## src/rtl/hazard_pkg.sv

```systemverilog
package hazard_pkg;
  // register number width (32 architectural registers)
  parameter int unsigned REG_W = 5;
  // number of decode-stage source operands compared
  parameter int unsigned SRC_N = 2;
endpackage

```

## src/rtl/reg_cmp.sv

```systemverilog
module reg_cmp #(
  parameter int unsigned W = hazard_pkg::REG_W
) (
  input  logic [W-1:0] src_num,
  input  logic         src_used,
  input  logic [W-1:0] dst_num,
  input  logic         dst_live,
  output logic         hit
);
  // equality compare gated by both qualifiers
  always_comb begin
    hit = src_used && dst_live && (src_num == dst_num);
  end
endmodule

```

## src/rtl/ex_producer.sv

```systemverilog
module ex_producer #(
  parameter int unsigned W = hazard_pkg::REG_W
) (
  input  logic [W-1:0] dst_num,
  input  logic         rd_mem,
  input  logic         wr_reg,
  output logic         live
);
  // only a register-writing load with a real destination can hazard
  always_comb begin
    live = rd_mem && wr_reg && (|dst_num);
  end
endmodule

```

## src/rtl/hazard_ctrl.sv

```systemverilog
module hazard_ctrl #(
  parameter int unsigned REG_W = hazard_pkg::REG_W
) (
  input  logic             clk,
  input  logic             rst_n,
  input  logic [REG_W-1:0] dec_rs_a,
  input  logic             dec_use_a,
  input  logic [REG_W-1:0] dec_rs_b,
  input  logic             dec_use_b,
  input  logic [REG_W-1:0] exec_dst,
  input  logic             exec_rd_mem,
  input  logic             exec_wr_reg,
  output logic             pc_wr_en,
  output logic             fd_wr_en,
  output logic             bubble_sel
);
  localparam int unsigned SRC_N = hazard_pkg::SRC_N;

  logic [REG_W-1:0] src_num  [SRC_N];
  logic [SRC_N-1:0] src_used;
  logic [SRC_N-1:0] src_hit;
  logic             dst_live;
  logic             hold;

  always_comb begin
    src_num[0]  = dec_rs_a;
    src_num[1]  = dec_rs_b;
    src_used[0] = dec_use_a;
    src_used[1] = dec_use_b;
  end

  ex_producer #(.W(REG_W)) u_prod (
    .dst_num (exec_dst),
    .rd_mem  (exec_rd_mem),
    .wr_reg  (exec_wr_reg),
    .live    (dst_live)
  );

  for (genvar g = 0; g < SRC_N; g++) begin : g_cmp
    reg_cmp #(.W(REG_W)) u_cmp (
      .src_num  (src_num[g]),
      .src_used (src_used[g]),
      .dst_num  (exec_dst),
      .dst_live (dst_live),
      .hit      (src_hit[g])
    );
  end

  always_comb begin
    hold       = |src_hit;
    pc_wr_en   = !hold;
    fd_wr_en   = !hold;
    bubble_sel = hold;
  end

  AST_HOLD_FREEZES: assert property (@(posedge clk) disable iff (!rst_n)
    bubble_sel |-> (!pc_wr_en && !fd_wr_en));
  AST_RUN_ADVANCES: assert property (@(posedge clk) disable iff (!rst_n)
    !bubble_sel |-> (pc_wr_en && fd_wr_en));
  AST_NEEDS_LOAD: assert property (@(posedge clk) disable iff (!rst_n)
    bubble_sel |-> (exec_rd_mem && exec_wr_reg));
  AST_ZERO_DST_FREE: assert property (@(posedge clk) disable iff (!rst_n)
    (exec_dst == '0) |-> !bubble_sel);
  AST_UNUSED_FREE: assert property (@(posedge clk) disable iff (!rst_n)
    (!dec_use_a && !dec_use_b) |-> !bubble_sel);
  AST_MATCH_HOLDS: assert property (@(posedge clk) disable iff (!rst_n)
    (exec_rd_mem && exec_wr_reg && exec_dst != '0 && dec_use_a && dec_rs_a == exec_dst)
      |-> bubble_sel);
endmodule

```

## config.mk

```make
export PLATFORM = sky130hd
export DESIGN_NAME = hazard_ctrl
export DESIGN_NICKNAME = d
export VERILOG_FILES = /design/src/rtl/hazard_pkg.sv /design/src/rtl/reg_cmp.sv /design/src/rtl/ex_producer.sv /design/src/rtl/hazard_ctrl.sv
export SDC_FILE = /design/constraint.sdc
export NUM_CORES = 1
export LEC_CHECK = 0
export CORE_AREA = 5 5 42 44
export DETAILED_ROUTE_END_ITERATION = 10
export DIE_AREA = 0 0 47 49
export REMOVE_ABC_BUFFERS = 1
export SETUP_SLACK_MARGIN = 0.15
export SLEW_MARGIN = 40
export SYNTH_ARGS = -nofsm -noshare
export SYNTH_HDL_FRONTEND = slang
export SYNTH_SLANG_ARGS = --single-unit
```

## constraint.sdc

```tcl
create_clock -name vclk -period 1.8
set_input_delay 0.27 -clock vclk [all_inputs]
set_output_delay 0.27 -clock vclk [all_outputs]
set_load 0.005 [all_outputs]
```

-- After elaboration in Yosys (flattened, before gate mapping)
Cells that the tools add are included.
- add/subtract/negate cells: 0
- multipliers: 0
- div/mod/pow operators: 0
- order comparisons: 0
- equal/unequal tests: 2
- shifts and indexed selects: 0
- mux-type cells: 0
- bitwise gates (word level): 0
- reductions and logical operators: 9
- operators with widths (kind ; number):
    equality test 5 bit ; 2
    logical AND 1 bit ; 6
    OR reduction 5 bit ; 1
    OR reduction 2 bit ; 1
    logical NOT 1 bit ; 1
- bits in registers: 0
- latch bits: 0
- RAM bits: 0
- bits in read-only memories: 0
- input port bits: 21
- output and inout port bits: 3
- word-level logic and storage cells: 11
- memories: 0

-- Logic depth before layout (Yosys ltp)
Gate-level depths: netlist of run 1.
- depth after elaboration: 6
- mapped depth: 5

-- By module
From an unflattened synthesis of run 1, not the netlist that was laid out.
- cell total of the unflattened synthesis: 21
- area, all modules: 151.4 µm²
- by module, submodules not included (module ; instances ; cells each ; area each (µm²)):
    reg_cmp ; 2 ; 8 ; 58.8
    hazard_ctrl ; 1 ; 3 ; 17.5
    ex_producer ; 1 ; 2 ; 16.3

-- Worst setup path before layout of run 1
No wires, ideal clock.
- path kind: input -> output
- from: input exec_dst[0]
- to: output pc_wr_en
- arrival time: 1170 ps
- setup slack: 360 ps
- cell stages on the path: 4
- cells stage by stage: or4_4 > o211ai_2 > a21o_1 > buf_4
- cells in the longest elaborated chain, start to end: 6
- elaborated cells on any way between the ends: 10
- classes of those cells: eq/ne: 2; reduce/logical: 8
- RTL lines (what ; RTL line ; text):
    from (decl) ; hazard_ctrl.sv:10 ; input logic [REG_W-1:0] exec_dst,
    OR reduction 5 bit ; ex_producer.sv:11 ; live = rd_mem && wr_reg && (|dst_num);
    logical AND 1 bit ; ex_producer.sv:11 ;
    logical AND 1 bit (2 in a row) ; reg_cmp.sv:12 ; hit = src_used && dst_live && (src_num == dst_num);
    OR reduction 2 bit (*) ; hazard_ctrl.sv:50 ; hold = |src_hit;
    logical NOT 1 bit (*) ; -- ;
    to (decl) ; hazard_ctrl.sv:13 ; output logic pc_wr_en,
Every way passes the cells marked *; elsewhere a longest branch is shown, timed or not.

-- Worst setup path after layout of run 1
- from: input dec_rs_a[1]
- to: output pc_wr_en
- cells in the longest elaborated chain, start to end: 4
- RTL lines (what ; RTL line ; text):
    from (decl) ; hazard_ctrl.sv:6 ; input logic [REG_W-1:0] dec_rs_a,
    equality test 5 bit ; reg_cmp.sv:12 ;
    logical AND 1 bit ; reg_cmp.sv:12 ;
    OR reduction 2 bit ; hazard_ctrl.sv:50 ;
    logical NOT 1 bit ; hazard_ctrl.sv:51 ; pc_wr_en = !hold;
Every way passes these cells.

==> qor.txt, run 1 <==
status - finished clean
drt total wl - 714 um
final hold vios - 0
total power - 0.07359 mW
routability congestion estimate - 0.6654
leakage - 0.1655 nW
Critical path origin - dec_rs_a[1]
per-cell routed wire length - 11.90 um
worst vdd ir - 0.03079 mV
Place WS - -0.5712 ns
max_cap viols - 0
RSZ-0062 raised after global routing - yes
First-pass DRT Iterations - 1
# fillers - 163
Syn Inst Count - 19
final setup margin - 0.1314 ns
vias per inst - 3.933
vias - 236
GRT Resource Usage Total - 5.614%
first-pass GRT wire length - 1014 um
post-route ant nets - 0
# rows - 14
slew margin rel. - 84.16%
Crit. End Element - output pin
nets - 67
combinational power share - 100.0%
post-synth top area share - 45.53%
Post-Syn Area - 153.9 sq um
Net Sw Frac - 37.40%
Startpoint Class - input pin
worst min path class - input pin to output pin
mux cell area share after synthesis - 0%
pwr dens - 185.5 nW/um^2
Area contributors post-synth - xor2_1, xnor2_1, nor4_1, o211ai_2, or4_4
vias in the first global route - 247
xor/xnor cell area share of the yosys netlist - 56.91%
switching power - 0.02752 mW
Tcrit/Tclk final - 92.70%
# IOs - 24
Distinct cells, synth - 9
Clk pwr share - 0%
seq_cells - 0
largest net degree at the start of global routing - 4
main combinational cell family by area after synthesis - XOR/XNOR gates
sequential element share of the synthesized area - 0%
Overflow after GRT - 0
Post-Syn Area per Cell - 8.100 sq um
Die Wd - 47 um
Synth Area in Adders - 0%
DR iter-0 viols - 0
final setup fails - 0
Initial Util - 10.98%
max-slew violations - 0
post-synthesis simple-gate area fraction - 21.95%
clock buffer count - 0
initial antenna violation count - 0
Int Power - 0.04606 mW
Critical Path RT - 1.53 ns
Worst-Margin Slew - 0.2357 ns
post-route minimum period - 1.669 ns
Synth Area in Compound Gates - 16.26%
core area - 1401 sq um
I/O Buffers - 22
Antenna Cells - 0
P&R area growth vs syn - 157.7%
Area after DPL - 401.6 sq um
sequential share of power - 0%
data arrival time of the critical path - 1.40 ns
YS warnings - 0
CP Class - input pin to output pin
die area - 2303 sq um
Die Span Y - 49 um
# DRC - 0
post-synth top area cell - xor2_1
DP HPWL - 599 um
Max Fclk - 0.5993 GHz
share of cells above drive strength 1 - 45.45%
fin area - 396.6 sq um
Register Area - 0 sq um
Worst Path Max Fanout - 2
CP Capture Point - pc_wr_en
-- stage by stage --
step	TNS, ns	util [%]	std cells	hold slack (ns)
final	0	28.30	60	1.051
after floorplan	0	-	18	0.6307
after detailed placement	-1.683	28.66	58	1.513
after CTS	0	26.88	60	1.064
after global placement	-1.689	28.66	58	1.514
after global routing	0	28.30	60	1.087
-- synthesized netlist by cell type (all sizes together) --
| cell | instances |
|---|---|
| xor2 | 8 |
| nand3 | 2 |
| nor4 | 2 |
| xnor2 | 2 |
| a21o | 1 |
| a21oi | 1 |
| buf | 1 |
| o211ai | 1 |
| or4 | 1 |
-- worst max-delay path, stage by stage --
cell     delay (ns)
buf_6          0.10
xor2_2         0.17
nor4_2         0.29
nand3_1        0.14
buf_4          0.15
a21o_1         0.16
buf_2          0.12
-- cells in the final DEF, fill, tap and decap left out --
master,instances
a21o_1,1
buf_4,4
clkdlybuf4s15_1,3
nand3_1,2
clkdlybuf4s50_1,5
buf_2,8
buf_6,3
xnor2_1,2
a21oi_1,1
o211ai_2,1
nor4_2,2
dlygate4sd2_1,3
xor2_2,1
xor2_1,7
or4_4,1
-- area by class of cell --
cell class                      instances  area [sq um]  area share [%]
Timing Repair Buffer                   26         210.2           53.00
Multi-Input combinational cell         18         166.4           41.96
Tap cell                               16         20.02           5.047
-- per-layer routing --
metal  part of all wire [%]  routed length, um  track usage [%]
met2                     55                396            11.31
met5                      0                  0                0
met1                     33                238            6.087
met3                     11                 79           0.7380
met4                      0                  0                0
-- timing repair --
| action | CTS | global route |
|---|---|---|
| hold endpoints to repair | 0 | 0 |
| setup buffers | 2 | 0 |
| resized for setup | 57 | 3 |
| hold buffers | 0 | 0 |
| setup endpoints to repair | 3 | 3 |
| pin swaps | 12 | 1 |
-- worst min-delay path by stage --
| stage | endpoint | cells past startpoint | slack [ns] | startpoint |
|---|---|---|---|---|
| 5_1_grt | bubble_sel | 5 | 1.09 | exec_dst[0] |
| 2_1_floorplan | bubble_sel | 2 | 0.63 | exec_wr_reg |
| 3_3_place_gp | bubble_sel | 4 | 1.51 | exec_wr_reg |
| 3_5_place_dp | bubble_sel | 4 | 1.51 | exec_wr_reg |
| 6_report | bubble_sel | 5 | 1.05 | exec_dst[0] |
| 4_1_cts | bubble_sel | 5 | 1.06 | exec_dst[0] |
-- cells by family after synthesis --
logic type      after synthesis
xor+xnor                     10
simple gates                  5
compound gates                3
buf+inv                       1
-- power by group through the flow --
stage	clock, mW	combinational [mW]	sequential (mW)
final	0	0.0736	0
after global placement	0	0.0761	0
after CTS	0	0.0687	0
after detailed placement	0	0.0758	0
after floorplan	0	0.0200	0
after global routing	0	0.0798	0
(Power assumes the default switching activity.)
==> run 2, diff against run 1 <==
- CORE_AREA: 5 5 42 44 -> 4 4 41 43
- DIE_AREA: 0 0 47 49 -> 0 0 45 47
==> run 2 against run 1 <==
  * Largest cell class unchanged
  * Final cell count decreased by 1.7%
  * Core utilization grew 1.6 points
  * Cell area decreased by 1.9%
  * Combinational power increased by 0.5%
  * Global-route usage down 0.50 points
  * Worst setup slack improved by 0.059 ns
  * Sequential share of layout area unchanged
  * First-iteration DRC count increased by 2
  * Critical path type unchanged
  * Flip-flop and latch count unchanged
  * Wire length fell by 14%
==> qor.txt, run 2 (synthesis results as in run 1) <==
Worst-Margin Slew - 0.2235 ns (-0.01211 ns)
slowest cell delay on critical path - 0.53 ns (+0.24 ns)
vias per inst - 3.983 (+1.3%)
most used cell along the critical path - buf_2
vias - 235 (-0.42%)
cells along the critical path - buf_2 > or4_4 > o211ai_2 > a21o_1 > buf_2
fin cells - 59 (-1.7%)
Die Wd - 45 um (-4.3%)
# IOs - 24 (unchanged)
pwr dens - 190.2 nW/um^2 (+2.5%)
Max Fclk - 0.6211 GHz (+3.6%)
CP Class - input pin to output pin
Overflow after GRT - 0 (unchanged)
die area - 2115 sq um (-8.2%)
routability congestion estimate - 0.6228 (-6.4%)
leakage - 0.1628 nW (-1.6%)
Place WS - -0.5655 ns (+0.005636 ns)
largest net degree at the start of global routing - 4 (unchanged)
post-route minimum period - 1.610 ns (-0.05852 ns)
P&R area growth vs syn - 152.8%
share of cells above drive strength 1 - 47.73% (+2.3 points)
DP HPWL - 543.7 um (-9.2%)
Util after Layout - 29.90% (+1.6 points)
Placed Cells - 58 (unchanged)
Crit. End Element - output pin
# fillers - 160 (-1.8%)
final setup fails - 0 (unchanged)
final setup margin - 0.1899 ns (+0.05852 ns)
seq_cells - 0 (unchanged)
first-pass GRT wire length - 834 um (-18%)
Die Span Y - 47 um (-4.1%)
GRT Resource Usage Total - 5.114% (-0.50 points)
clock buffer count - 0 (unchanged)
max_cap viols - 0 (unchanged)
# DRC - 0 (unchanged)
I/O Buffers - 22 (unchanged)
core area - 1301 sq um (-7.1%)
worst hold stages - 5 (unchanged)
slew margin rel. - 84.97% (+0.81 points)
status - finished clean
worst vdd ir - 0.03118 mV (+1.3%)
Worst Path Max Fanout - 3 (+1)
# rows - 13 (-1)
multi-input logic area - 166.4 sq um (unchanged)
Tcrit/Tclk final - 89.45% (-3.3 points)
post-route ant nets - 0 (unchanged)
max-slew violations - 0 (unchanged)
most common cell after layout, fill and taps aside - xor2_1
DR iter-0 viols - 2 (+2)
total power - 0.07403 mW (+0.60%)
nets - 67 (unchanged)
slowest CP cell - or4_4
First-pass DRT Iterations - 2 (+1)
Initial Util - 11.83% (+0.84 points)
worst min path class - input pin to output pin
vias in the first global route - 201 (-19%)
final hold vios - 0 (unchanged)
RSZ-0062 raised after global routing - yes
WHS - 1.046 ns (-0.004700 ns)
data arrival time of the critical path - 1.34 ns (-0.06 ns)
Startpoint Class - input pin
Register Area - 0 sq um (unchanged)
Antenna Cells - 0 (unchanged)
initial antenna violation count - 0 (unchanged)
Critical Path RT - 1.53 ns (about the same)
drt total wl - 614 um (-14%)
per-cell routed wire length - 10.41 um (-13%)
most frequent cells in the layout - xor2_1, clkdlybuf4s50_1, buf_2, clkbuf_2, clkdlybuf4s15_1
-- run 2: final cells by class --
class	count	share of cell area, %
tap	15	4.823
timing repair buffer	26	52.41
multi-input combinational	18	42.77
-- run 2: what timing repair did --
action	in CTS	in global routing
setup endpoints to repair	3	3
cloned	0	0
gates resized for setup	45	13
setup buffers	0	1
pin swaps	9	9
hold buffers	0	0
-- run 2: metrics by stage --
| stage | area, sq um | TNS (ns) |
|---|---|---|
| floorplan | 146.4 | 0 |
| global placement | 407.9 | -1.645 |
| detailed placement | 407.9 | -1.684 |
| CTS | 390.4 | 0 |
| global route | 389.1 | 0 |
| finish | 389.1 | 0 |
-- run 2: where the power goes --
| group | switching (mW) | total, mW | internal, mW |
|---|---|---|---|
| Combinational | 0.0266 | 0.0740 | 0.0474 |
| Clock | 0 | 0 | 0 |
| Sequential | 0 | 0 | 0 |
| Total | 0.0266 | 0.0740 | 0.0474 |
-- run 2: layer usage --
metal / GRT usage [%] / part of all wire [%]
met3: 0.7663 / 10
met1: 6.292 / 33
met2: 9.887 / 57
met5: 0 / 0
met4: 0 / 0
-- run 2: worst paths after layout --
kind | from | end | slack [ns]
worst max-delay path | exec_dst[0] | fd_wr_en | 0.19
worst min-delay path | exec_dst[1] | bubble_sel | 1.05
-- run 2: critical path: cells and delay by family --
family          cells  cell delay [ns]
compound gates      2             0.31
buf+inv             2             0.23
simple gates        1             0.53
